$ cat src/rtl/tlb_pkg.sv
package tlb_pkg;
  localparam int VA_W       = 32;
  localparam int PAGE_OFF_W = 12;
  localparam int ASID_W     = 8;
  localparam int PFN_W      = 20;
  localparam int VPN2_W     = VA_W - PAGE_OFF_W - 1;
  localparam int PA_W       = PFN_W + PAGE_OFF_W;

  typedef enum logic [1:0] {
    RES_MATCH    = 2'd0,
    RES_INVALID  = 2'd1,
    RES_MODIFIED = 2'd2,
    RES_NOMATCH  = 2'd3
  } tlb_res_e;

  typedef struct packed {
    logic [VPN2_W-1:0] vpn2;
    logic [ASID_W-1:0] asid;
    logic              glob;
    logic [PFN_W-1:0]  pfn_even;
    logic              v_even;
    logic              d_even;
    logic [PFN_W-1:0]  pfn_odd;
    logic              v_odd;
    logic              d_odd;
  } tlb_entry_t;
endpackage

$ cat src/rtl/tlb_entry_store.sv
module tlb_entry_store
  import tlb_pkg::*;
#(
  parameter int NUM_ENTRIES = 16,
  parameter int IDX_W       = (NUM_ENTRIES > 1) ? $clog2(NUM_ENTRIES) : 1
) (
  input  logic                         clk,
  input  logic                         rst_n,
  input  logic                         wr_en,
  input  logic [IDX_W-1:0]             wr_index,
  input  tlb_entry_t                   wr_entry,
  output tlb_entry_t [NUM_ENTRIES-1:0] entries_o
);

  // One register slot per entry; each slot decodes its own index.
  for (genvar gi = 0; gi < NUM_ENTRIES; gi++) begin : g_slot
    localparam logic [IDX_W-1:0] MY_IDX = IDX_W'(gi);
    always_ff @(posedge clk or negedge rst_n) begin
      if (!rst_n) begin
        entries_o[gi] <= '0;
      end else if (wr_en && (wr_index == MY_IDX)) begin
        entries_o[gi] <= wr_entry;
      end
    end
  end

  // a write to an existing index is visible after the edge
  a_r9_write_lands: assert property (@(posedge clk) disable iff (!rst_n)
    (wr_en && (32'(wr_index) < NUM_ENTRIES)) |=>
      (entries_o[$past(wr_index)] == $past(wr_entry)));

endmodule

$ cat src/rtl/tlb_hit_select.sv
module tlb_hit_select
  import tlb_pkg::*;
#(
  parameter int NUM_ENTRIES = 16
) (
  input  logic                         clk,
  input  logic                         rst_n,
  input  tlb_entry_t [NUM_ENTRIES-1:0] entries_i,
  input  logic [VPN2_W-1:0]            vpn2_i,
  input  logic [ASID_W-1:0]            asid_i,
  output logic                         hit_any_o,
  output tlb_entry_t                   sel_entry_o
);

  logic [NUM_ENTRIES-1:0] hit_vec;
  logic [NUM_ENTRIES-1:0] grant_vec;

  // Tag compare per entry: page-pair number, plus identifier unless global.
  for (genvar gi = 0; gi < NUM_ENTRIES; gi++) begin : g_cmp
    assign hit_vec[gi] = (entries_i[gi].vpn2 == vpn2_i) &&
                         (entries_i[gi].glob || (entries_i[gi].asid == asid_i));
  end

  // Lowest index wins: isolate the lowest set bit.
  assign grant_vec = hit_vec & (~hit_vec + NUM_ENTRIES'(1));
  assign hit_any_o = |hit_vec;

  // AND-OR multiplexer driven by the one-hot grant.
  always_comb begin
    sel_entry_o = '0;
    for (int i = 0; i < NUM_ENTRIES; i++) begin
      sel_entry_o = sel_entry_o | (grant_vec[i] ? entries_i[i] : '0);
    end
  end

  // at most one entry selected
  a_r7_single_grant: assert property (@(posedge clk) disable iff (!rst_n)
    $onehot0(grant_vec));

  // any hit produces exactly one winner
  a_r7_hit_has_winner: assert property (@(posedge clk) disable iff (!rst_n)
    hit_any_o |-> ($countones(grant_vec) == 1));

endmodule

$ cat src/rtl/tlb_pair_resolve.sv
module tlb_pair_resolve
  import tlb_pkg::*;
(
  input  logic                  hit_any_i,
  input  tlb_entry_t            entry_i,
  input  logic [VA_W-1:0]       vaddr_i,
  input  logic                  write_i,
  output tlb_res_e              code_o,
  output logic [PA_W-1:0]       paddr_o,
  output logic                  can_read_o,
  output logic                  can_write_o
);

  localparam int HALF_BIT = PAGE_OFF_W;

  logic             odd_half;
  logic [PFN_W-1:0] half_pfn;
  logic             half_valid;
  logic             half_dirty;

  assign odd_half   = vaddr_i[HALF_BIT];
  assign half_pfn   = odd_half ? entry_i.pfn_odd : entry_i.pfn_even;
  assign half_valid = odd_half ? entry_i.v_odd   : entry_i.v_even;
  assign half_dirty = odd_half ? entry_i.d_odd   : entry_i.d_even;

  always_comb begin
    code_o      = RES_NOMATCH;
    paddr_o     = '0;
    can_read_o  = 1'b0;
    can_write_o = 1'b0;
    if (hit_any_i) begin
      if (!half_valid) begin
        code_o = RES_INVALID;
      end else if (write_i && !half_dirty) begin
        code_o = RES_MODIFIED;
      end else begin
        code_o      = RES_MATCH;
        paddr_o     = {half_pfn, vaddr_i[PAGE_OFF_W-1:0]};
        can_read_o  = 1'b1;
        can_write_o = half_dirty;
      end
    end
  end

endmodule

$ cat src/rtl/tlb_pair_lookup.sv
module tlb_pair_lookup
  import tlb_pkg::*;
#(
  parameter int NUM_ENTRIES = 16,
  parameter int IDX_W       = (NUM_ENTRIES > 1) ? $clog2(NUM_ENTRIES) : 1
) (
  input  logic                  clk,
  input  logic                  rst_n,
  input  logic                  req_valid,
  output logic                  req_ready,
  input  logic [31:0]           req_vaddr,
  input  logic                  req_write,
  input  logic [7:0]            req_asid,
  output logic                  rsp_valid,
  input  logic                  rsp_ready,
  output logic [1:0]            rsp_code,
  output logic [31:0]           rsp_paddr,
  output logic                  rsp_can_read,
  output logic                  rsp_can_write,
  input  logic                  wr_en,
  input  logic [IDX_W-1:0]      wr_index,
  input  logic [18:0]           wr_vpn2,
  input  logic [7:0]            wr_asid,
  input  logic                  wr_global,
  input  logic [19:0]           wr_pfn_even,
  input  logic                  wr_valid_even,
  input  logic                  wr_dirty_even,
  input  logic [19:0]           wr_pfn_odd,
  input  logic                  wr_valid_odd,
  input  logic                  wr_dirty_odd
);

  localparam int VPN2_LSB = PAGE_OFF_W + 1;

  tlb_entry_t [NUM_ENTRIES-1:0] entries;
  tlb_entry_t                   wr_entry;
  tlb_entry_t                   sel_entry;
  logic                         hit_any;
  tlb_res_e                     res_code;
  logic [PA_W-1:0]              res_paddr;
  logic                         res_rd;
  logic                         res_wr;
  logic                         accept;

  assign wr_entry = '{vpn2: wr_vpn2, asid: wr_asid, glob: wr_global,
                      pfn_even: wr_pfn_even, v_even: wr_valid_even, d_even: wr_dirty_even,
                      pfn_odd: wr_pfn_odd, v_odd: wr_valid_odd, d_odd: wr_dirty_odd};

  tlb_entry_store #(.NUM_ENTRIES(NUM_ENTRIES), .IDX_W(IDX_W)) u_store (
    .clk       (clk),
    .rst_n     (rst_n),
    .wr_en     (wr_en),
    .wr_index  (wr_index),
    .wr_entry  (wr_entry),
    .entries_o (entries)
  );

  tlb_hit_select #(.NUM_ENTRIES(NUM_ENTRIES)) u_select (
    .clk         (clk),
    .rst_n       (rst_n),
    .entries_i   (entries),
    .vpn2_i      (req_vaddr[VA_W-1:VPN2_LSB]),
    .asid_i      (req_asid),
    .hit_any_o   (hit_any),
    .sel_entry_o (sel_entry)
  );

  tlb_pair_resolve u_resolve (
    .hit_any_i   (hit_any),
    .entry_i     (sel_entry),
    .vaddr_i     (req_vaddr),
    .write_i     (req_write),
    .code_o      (res_code),
    .paddr_o     (res_paddr),
    .can_read_o  (res_rd),
    .can_write_o (res_wr)
  );

  // Single output register; refills when empty or drained this cycle.
  assign req_ready = !rsp_valid || rsp_ready;
  assign accept    = req_valid && req_ready;

  always_ff @(posedge clk or negedge rst_n) begin
    if (!rst_n) begin
      rsp_valid     <= 1'b0;
      rsp_code      <= RES_NOMATCH;
      rsp_paddr     <= '0;
      rsp_can_read  <= 1'b0;
      rsp_can_write <= 1'b0;
    end else if (accept) begin
      rsp_valid     <= 1'b1;
      rsp_code      <= res_code;
      rsp_paddr     <= res_paddr;
      rsp_can_read  <= res_rd;
      rsp_can_write <= res_wr;
    end else if (rsp_ready) begin
      rsp_valid     <= 1'b0;
    end
  end

  // accepted request yields a response after the edge
  a_r8_rsp_follows_accept: assert property (@(posedge clk) disable iff (!rst_n)
    (req_valid && req_ready) |=> rsp_valid);

  // stalled response holds still
  a_r8_hold_when_stalled: assert property (@(posedge clk) disable iff (!rst_n)
    (rsp_valid && !rsp_ready) |=> (rsp_valid && $stable(rsp_code) && $stable(rsp_paddr)
                                   && $stable(rsp_can_read) && $stable(rsp_can_write)));

  // faults carry no address and no permission
  a_r5_fault_is_clean: assert property (@(posedge clk) disable iff (!rst_n)
    (rsp_valid && (rsp_code != RES_MATCH)) |->
      (!rsp_can_read && !rsp_can_write && (rsp_paddr == '0)));

  // a match always grants read
  a_r4_match_readable: assert property (@(posedge clk) disable iff (!rst_n)
    (rsp_valid && (rsp_code == RES_MATCH)) |-> rsp_can_read);

endmodule

$ cat config.mk
export PLATFORM = sky130hd
export DESIGN_NAME = tlb_pair_lookup
export DESIGN_NICKNAME = d
export VERILOG_FILES = /design/src/rtl/tlb_pkg.sv /design/src/rtl/tlb_entry_store.sv /design/src/rtl/tlb_hit_select.sv /design/src/rtl/tlb_pair_resolve.sv /design/src/rtl/tlb_pair_lookup.sv
export SDC_FILE = /design/constraint.sdc
export NUM_CORES = 2
export LEC_CHECK = 0
export ABC_CLOCK_PERIOD_IN_PS = 4700
export BUFFER_PORTS_ARGS = -buffer_cell sky130_fd_sc_hd__buf_4
export CAP_MARGIN = 20
export CORE_ASPECT_RATIO = 1.75
export CORE_MARGIN = 2
export CORE_UTILIZATION = 35
export CTS_CLUSTER_SIZE = 28
export DETAILED_ROUTE_END_ITERATION = 10
export SYNTH_ARGS = -nofsm -noshare
export SYNTH_HDL_FRONTEND = slang
export SYNTH_SLANG_ARGS = --single-unit
$ cat constraint.sdc
create_clock -name clk -period 4.7 [get_ports clk]
set_input_delay 0 -clock clk [delete_from_list [all_inputs] [get_ports clk]]
set_output_delay 0 -clock clk [all_outputs]
set_load 0.02 [all_outputs]
# Yosys cells after proc, flatten, opt, wreduce, memory -nomap -nowiden

Index checks and enable logic that the tools add are counted.

Multiplexer cells: 33
Reductions and logical operators: 56
Add/sub/neg operators: 1
Equal/unequal tests: 47
Bitwise operators: 17

Operators by type and width:

| kind                                           | count |
|---|---|
| two-way mux 44 bit                             | 16 |
| OR 44 bit                                      | 15 |
| == test 19 bit                                 | 16 |
| == test 8 bit                                  | 16 |
| two-way mux 32 bit                             | 3 |
| logical AND 1 bit                              | 34 |
| == test 4 bit (second input constant)          | 8 |
| two-way mux 20 bit                             | 1 |
| logical OR 1 bit                               | 17 |
| adder 16 x 1 -> 16 bit (second input constant) | 1 |
| bitwise AND 16 bit                             | 1 |
| == test 4 x 3 -> 1 bit (second input constant) | 4 |
| inverter 16 bit                                | 1 |
| OR reduction 16 bit                            | 1 |
| two-way mux 1 bit                              | 10 |
| == test 4 x 2 -> 1 bit (second input constant) | 2 |
| two-way mux 2 bit                              | 3 |
| == test 4 x 1 -> 1 bit (second input constant) | 1 |
| zero test 4 bit                                | 1 |
| zero test 1 bit                                | 2 |
| nonzero test 2 bit                             | 1 |

Logic and storage cells: 303
Bits of input ports: 122
Output and inout port bits: 38
Register bits: 1189

# Longest topological paths before layout

Word-level depth: 28
Depth in mapped cells: 16
Gate-level depth less buffers: 11

# Cells and area by module

Synthesis repeated with hierarchy kept, for this count alone.

Cell total of the unflattened synthesis: 4735
Area total of the unflattened synthesis: 58627.5 µm²

Modules (own cells, without submodules):

| module           | times used | cells each | area an instance (µm²) | sequential area each (µm²) |
|---|---|---|---|---|
| tlb_entry_store  | 1          | 2520       | 42802.3                | 28827.6 |
| tlb_hit_select   | 1          | 2049       | 13414.1                | 0.0 |
| tlb_pair_lookup  | 1          | 79         | 1511.4                 | 928.4 |
| tlb_pair_resolve | 1          | 87         | 899.6                  | 0.0 |

# Worst setup path before layout

OpenSTA, ideal clock, no wires.

Path type: register to register
From: register u_store.entries_o[550] in the netlist's numbering
To: register rsp_paddr[15]
Period minus slack after synthesis: 3.325 ns
Cell stages (with the launch flop): 15
Required time: 4.578 ns
Buffers on the path: 3
Slack: 1.375 ns
Setup time: 0.122 ns
Arrival time: 3.203 ns
Cells stage by stage: dfrtp_1 -> xor2_1 -> nor4_1 -> a21oi_1 -> or4_1 -> buf_2 -> and4_4 -> buf_6 -> a222oi_1 -> o211ai_1 -> a2111oi_4 -> a32oi_1 -> nor3b_4 -> buf_6 -> a32o_1

Word-level cells in the longest chain between the ends: 22
Elaborated cells on any way between the ends: 33
Those cells by class: 1 x add/sub; 1 x eq/ne; 15 x mux; 11 x bitwise; 5 x reduce/logical

RTL lines:

| element                         | RTL line               | RTL |
|---|---|---|
| start, declared                 | tlb_entry_store.sv:12  | `output tlb_entry_t [NUM_ENTRIES-1:0] entries_o` |
| start signal, assigned by index | tlb_entry_store.sv:22  | `entries_o[gi] <= wr_entry;` |
| == test 8 bit *                 | tlb_hit_select.sv:21   | `(entries_i[gi].glob \|\| (entries_i[gi].asid == asid_i));` |
| logical OR 1 bit *              | tlb_hit_select.sv:21   |  |
| logical AND 1 bit *             | tlb_hit_select.sv:20   | `assign hit_vec[gi] = (entries_i[gi].vpn2 == vpn2_i) &&` |
| inverter 16 bit                 | tlb_hit_select.sv:25   | `assign grant_vec = hit_vec & (~hit_vec + NUM_ENTRIES'(1));` |
| adder 16 x 1 -> 16 bit          | tlb_hit_select.sv:25   |  |
| bitwise AND 16 bit              | tlb_hit_select.sv:25   |  |
| two-way mux 44 bit              | tlb_hit_select.sv:32   | `sel_entry_o = sel_entry_o \| (grant_vec[i] ? entries_i[i] : '0);` |
| OR 44 bit (9 in series)         | tlb_hit_select.sv:32   |  |
| two-way mux 1 bit               | tlb_pair_resolve.sv:24 | `assign half_dirty = odd_half ? entry_i.d_odd : entry_i.d_even;` |
| zero test 1 bit                 | tlb_pair_resolve.sv:34 | `end else if (write_i && !half_dirty) begin` |
| logical AND 1 bit               | tlb_pair_resolve.sv:34 |  |
| two-way mux 32 bit              | tlb_pair_resolve.sv:34 |  |
| two-way mux 32 bit              | tlb_pair_resolve.sv:32 | `if (!half_valid) begin` |
| two-way mux 32 bit *            | tlb_pair_resolve.sv:31 | `if (hit_any_i) begin` |
| end signal, assigned            | tlb_pair_lookup.sv:93  | `rsp_paddr <= res_paddr;` |
| end, declared                   | tlb_pair_lookup.sv:17  | `output logic [31:0] rsp_paddr,` |

Mark *: on every way between the ends. The rest lies on a longest branch, timed or not.
A chain may end at the register's enable or synchronous reset.

# Final worst setup path

From: register u_store.entries_o[268] in the netlist's numbering
To: register rsp_paddr[18]

Word-level cells in the longest chain between the ends: 26
Elaborated cells on any way between the ends: 41
Those cells by class: 1 x add/sub; 1 x eq/ne; 19 x mux; 15 x bitwise; 5 x reduce/logical

RTL lines:

| element                  | RTL line |
|---|---|
| == test 8 bit *          | tlb_hit_select.sv:21 |
| logical OR 1 bit *       | tlb_hit_select.sv:21 |
| logical AND 1 bit *      | tlb_hit_select.sv:20 |
| inverter 16 bit          | tlb_hit_select.sv:25 |
| adder 16 x 1 -> 16 bit   | tlb_hit_select.sv:25 |
| bitwise AND 16 bit       | tlb_hit_select.sv:25 |
| two-way mux 44 bit       | tlb_hit_select.sv:32 |
| OR 44 bit (13 in series) | tlb_hit_select.sv:32 |
| two-way mux 1 bit        | tlb_pair_resolve.sv:24 |
| zero test 1 bit          | tlb_pair_resolve.sv:34 |
| logical AND 1 bit        | tlb_pair_resolve.sv:34 |
| two-way mux 32 bit       | tlb_pair_resolve.sv:34 |
| two-way mux 32 bit       | tlb_pair_resolve.sv:32 |
| two-way mux 32 bit *     | tlb_pair_resolve.sv:31 |

Marks and branches as above.

==> results.json <==
{
  "hp-class": "input pin to flip-flop",
  "ioPinCount": 160,
  "crit_type": "flip-flop to flip-flop",
  "synth-seq-cells": 1189,
  "path_delay_family": "simple AND/OR/NAND/NOR gates",
  "holdBufCountCts": 98,
  "required_ns": 5.35,
  "use_met2_pct": 37.9,
  "grt_pass1_vias": 36300,
  "num-fill-cells": 14400,
  "wl_um": 166000,
  "grt_pass1_wl_um": 246000,
  "critPathArrivalTime_ns": 5.02,
  "synth_edf_count": 0,
  "syn_nets": 4047,
  "cp_max_fo": 33,
  "core_um2": 153000,
  "drive_gt1_share_pct": 39.9,
  "first_pass_iters": 5,
  "use_met1_pct": 24.7,
  "antenna_found_initial": 11,
  "critPathSlowestCell": "or4_1",
  "ff2ff_path_depth": 12,
  "clock_sinks": 1189,
  "synth_area_um2": 53900,
  "synth_top_area_share_pct": 55.1,
  "reg2reg_to": "rsp_paddr[18]$_DFFE_PN0P_",
  "power_density_nw_per_um2": 442,
  "startpoint": "u_store.entries_o[268]$_DFFE_PN0P_",
  "wl_per_cell_um": 26.8,
  "post_cts.repair.setup_buffers": 0,
  "numPortBuffers": 159,
  "via_per_inst": 5.53,
  "initial_core_util_pct": 35.2,
  "timing.setup.tns_ns": 0,
  "critical_path.cell_chain": "xor2_1 > nor4_1 > a21oi_1 > or4_1 > nor4_1 > a221o_1 > a221o_1 > a2111oi_4 > a32oi_1 > nor3b_4 > buf_12 > a32o_1",
  "outcome": "completed",
  "insertion_delay_ns": 0.74,
  "ys.warnings.count": 0,
  "final_area_um2": 62300,
  "worst-path-stages": 12,
  "rsz0062_at_grt": "no",
  "reg2reg_slack_ns": 0.34,
  "antenna_left": 0,
  "skew_ns": 0.0488,
  "ctsHtreeMaxLevel": 3,
  "syn_avg_cell_area_um2": 13.7,
  "cts_resized": 0,
  "ys_seq_area_share_pct": 55.2,
  "syn2layout_area_growth_pct": 15.6,
  "cts_made_buffers": 109,
  "grt_max_degree": 117,
  "chipHeight_um": 523,
  "place.gp.congestion": 0.831,
  "use_met3_pct": 2.86,
  "finalCritPeriodShare_pct": 92.8,
  "cp_num_buf_inv": 1,
  "hold_viol": 0,
  "dieArea_um2": 157000,
  "slew_violations": 0,
  "clkTransAtPathRegs_ns": 0.07,
  "grtUsageTotal_pct": 21.1,
  "period_needed_ns": 4.36,
  "ys.flop_type": "dfrtp_1",
  "tightest_slew_ns": 1.14,
  "root_buffer": "clkbuf_16",
  "synth_cell_types": 59,
  "hpwl_um": 101000,
  "row_count": 190,
  "power.leakage_nw": 26.8,
  "grt_busiest_layer": "met2",
  "drt-initial-drc-count": 2020,
  "startpoint_type": "flip-flop",
  "cts_tree": "done",
  "timing.rr.start": "u_store.entries_o[268]$_DFFE_PN0P_",
  "postLayoutCoreUtil_pct": 40.7,
  "grt-ovfl-total": 0,
  "clk_path_buf_depth": 3,
  "mostFrequentLayoutCells": "dfrtp_1, mux2_2, xor2_1, buf_4, a221o_1",
  "power_mw": 27.6,
  "fp.dieW_um": 301,
  "maxCapViolCount": 0,
  "worst_ir_drop_vdd_mv": 0.296,
  "syn_inst": 3925,
  "final_nets": 4192,
  "num_vias": 34200,
  "slew_headroom_pct": 23.9,
  "endpoint": "rsp_paddr[18]$_DFFE_PN0P_",
  "async_reset_ff_share_pct": 100,
  "cp_slowest_stage_delay_ns": 0.67,
  "drc": 0,
  "setup_viol": 0,
  "placed_cell_area_um2": 57500,
  "final_common_cell": "dfrtp_1",
  "synth_top_area_cell": "dfrtp_1",
  "synth_area_leaders": "dfrtp_1, mux2_2, xor2_1",
  "crit_path_end_kind": "flip-flop",
  "worstHoldStart": "req_vaddr[10]",
  "max_freq_mhz": 229
}
## per-stage QoR
stage | setup slack [ns] | hold slack (ns) | cells
2_1_floorplan | 1.38 | -0.296 | 3925
3_3_place_gp | 0.231 | 0.105 | 5875
3_5_place_dp | 0.344 | 0.113 | 5877
4_1_cts | 0.296 | 0.00343 | 6174
5_1_grt | 0.195 | 0.0272 | 6180
6_report | 0.338 | 0.0395 | 6181
## worst min path at each step
stage	cells past startpoint	to	slack [ns]
detailed placement	1	u_store.entries_o[315]$_DFFE_PN0P_	0.11
finish	3	rsp_paddr[10]$_DFFE_PN0P_	0.04
global route	3	rsp_paddr[9]$_DFFE_PN0P_	0.03
CTS	3	rsp_paddr[0]$_DFFE_PN0P_	0.003
floorplan	0	rsp_can_read$_DFFE_PN0P_	-0.30
global placement	1	u_store.entries_o[243]$_DFFE_PN0P_	0.10
## cells by family (layout without fill, tap and decap cells)
group           after synthesis  count (layout)  synth area share [%]
other cells                   0               7                     0
compound gates              493             493                  7.33
mux                        1150            1150                  24.0
buf+inv                     350             583                  3.04
flops                      1189            1189                  55.2
simple gates                311             311                  3.39
xor+xnor                    432             432                  7.02
## cell usage after synthesis, types with 9 or more instances
| master | count |
|---|---|
| dfrtp_1 | 1187 |
| mux2_2 | 1150 |
| xor2_1 | 369 |
| clkbuf_1 | 275 |
| a221o_1 | 122 |
| a22oi_1 | 121 |
| nor4_1 | 100 |
| nand3_1 | 66 |
| a21oi_1 | 64 |
| xnor2_1 | 63 |
| o21ai_0 | 46 |
| a221oi_1 | 43 |
| a211o_1 | 42 |
| buf_6 | 34 |
| nand2_1 | 29 |
| nand4_1 | 27 |
| a32o_1 | 20 |
| buf_2 | 20 |
| nor2_1 | 19 |
| a22o_1 | 13 |
| buf_4 | 12 |
| nor3_1 | 9 |
| or3_1 | 9 |
## registers in the layout (all words and copies together) (netlist names)
signal,count
u_store.entries_o,1152
rsp_paddr,32
rsp_code,2
rsp_can_read,1
rsp_can_write,1
rsp_valid,1
## routing by layer
metal | vias up | wire [um]
met1 | 18400 | 65400
met5 | - | 75
met4 | 12 | 7790
li1 | 14600 | -
met3 | 334 | 6420
met2 | 805 | 86200
## cell type report
cell class / count / area, um2 / share of cell area, %
diodes: 7 / 17.5 / 0.0281
well taps: 2016 / 2520 / 4.05
flip-flops and latches: 1189 / 29800 / 47.7
repair buffers: 377 / 3470 / 5.56
clock inverters: 38 / 582 / 0.934
multi-input cells: 2386 / 22700 / 36.4
inverters: 7 / 26.3 / 0.0422
clock buffers: 161 / 3260 / 5.23
## worst reg2reg max path, stage by stage, from the launching register on
cell       delay (ns)
dfrtp_1          0.39
xor2_1           0.14
nor4_1           0.63
a21oi_1          0.29
or4_1            0.67
nor4_1           0.48
a221o_1          0.27
a221o_1          0.17
a2111oi_4        0.05
a32oi_1          0.32
nor3b_4          0.29
buf_12           0.31
a32o_1           0.26
## where the power goes
group / leakage, nW / switching [mW] / internal [mW]
Clock: 1.87 / 4.07 / 5.46
Combinational: 10.3 / 1.78 / 2.42
Sequential: 14.6 / 1.29 / 12.5
(Power assumes the default switching activity.)
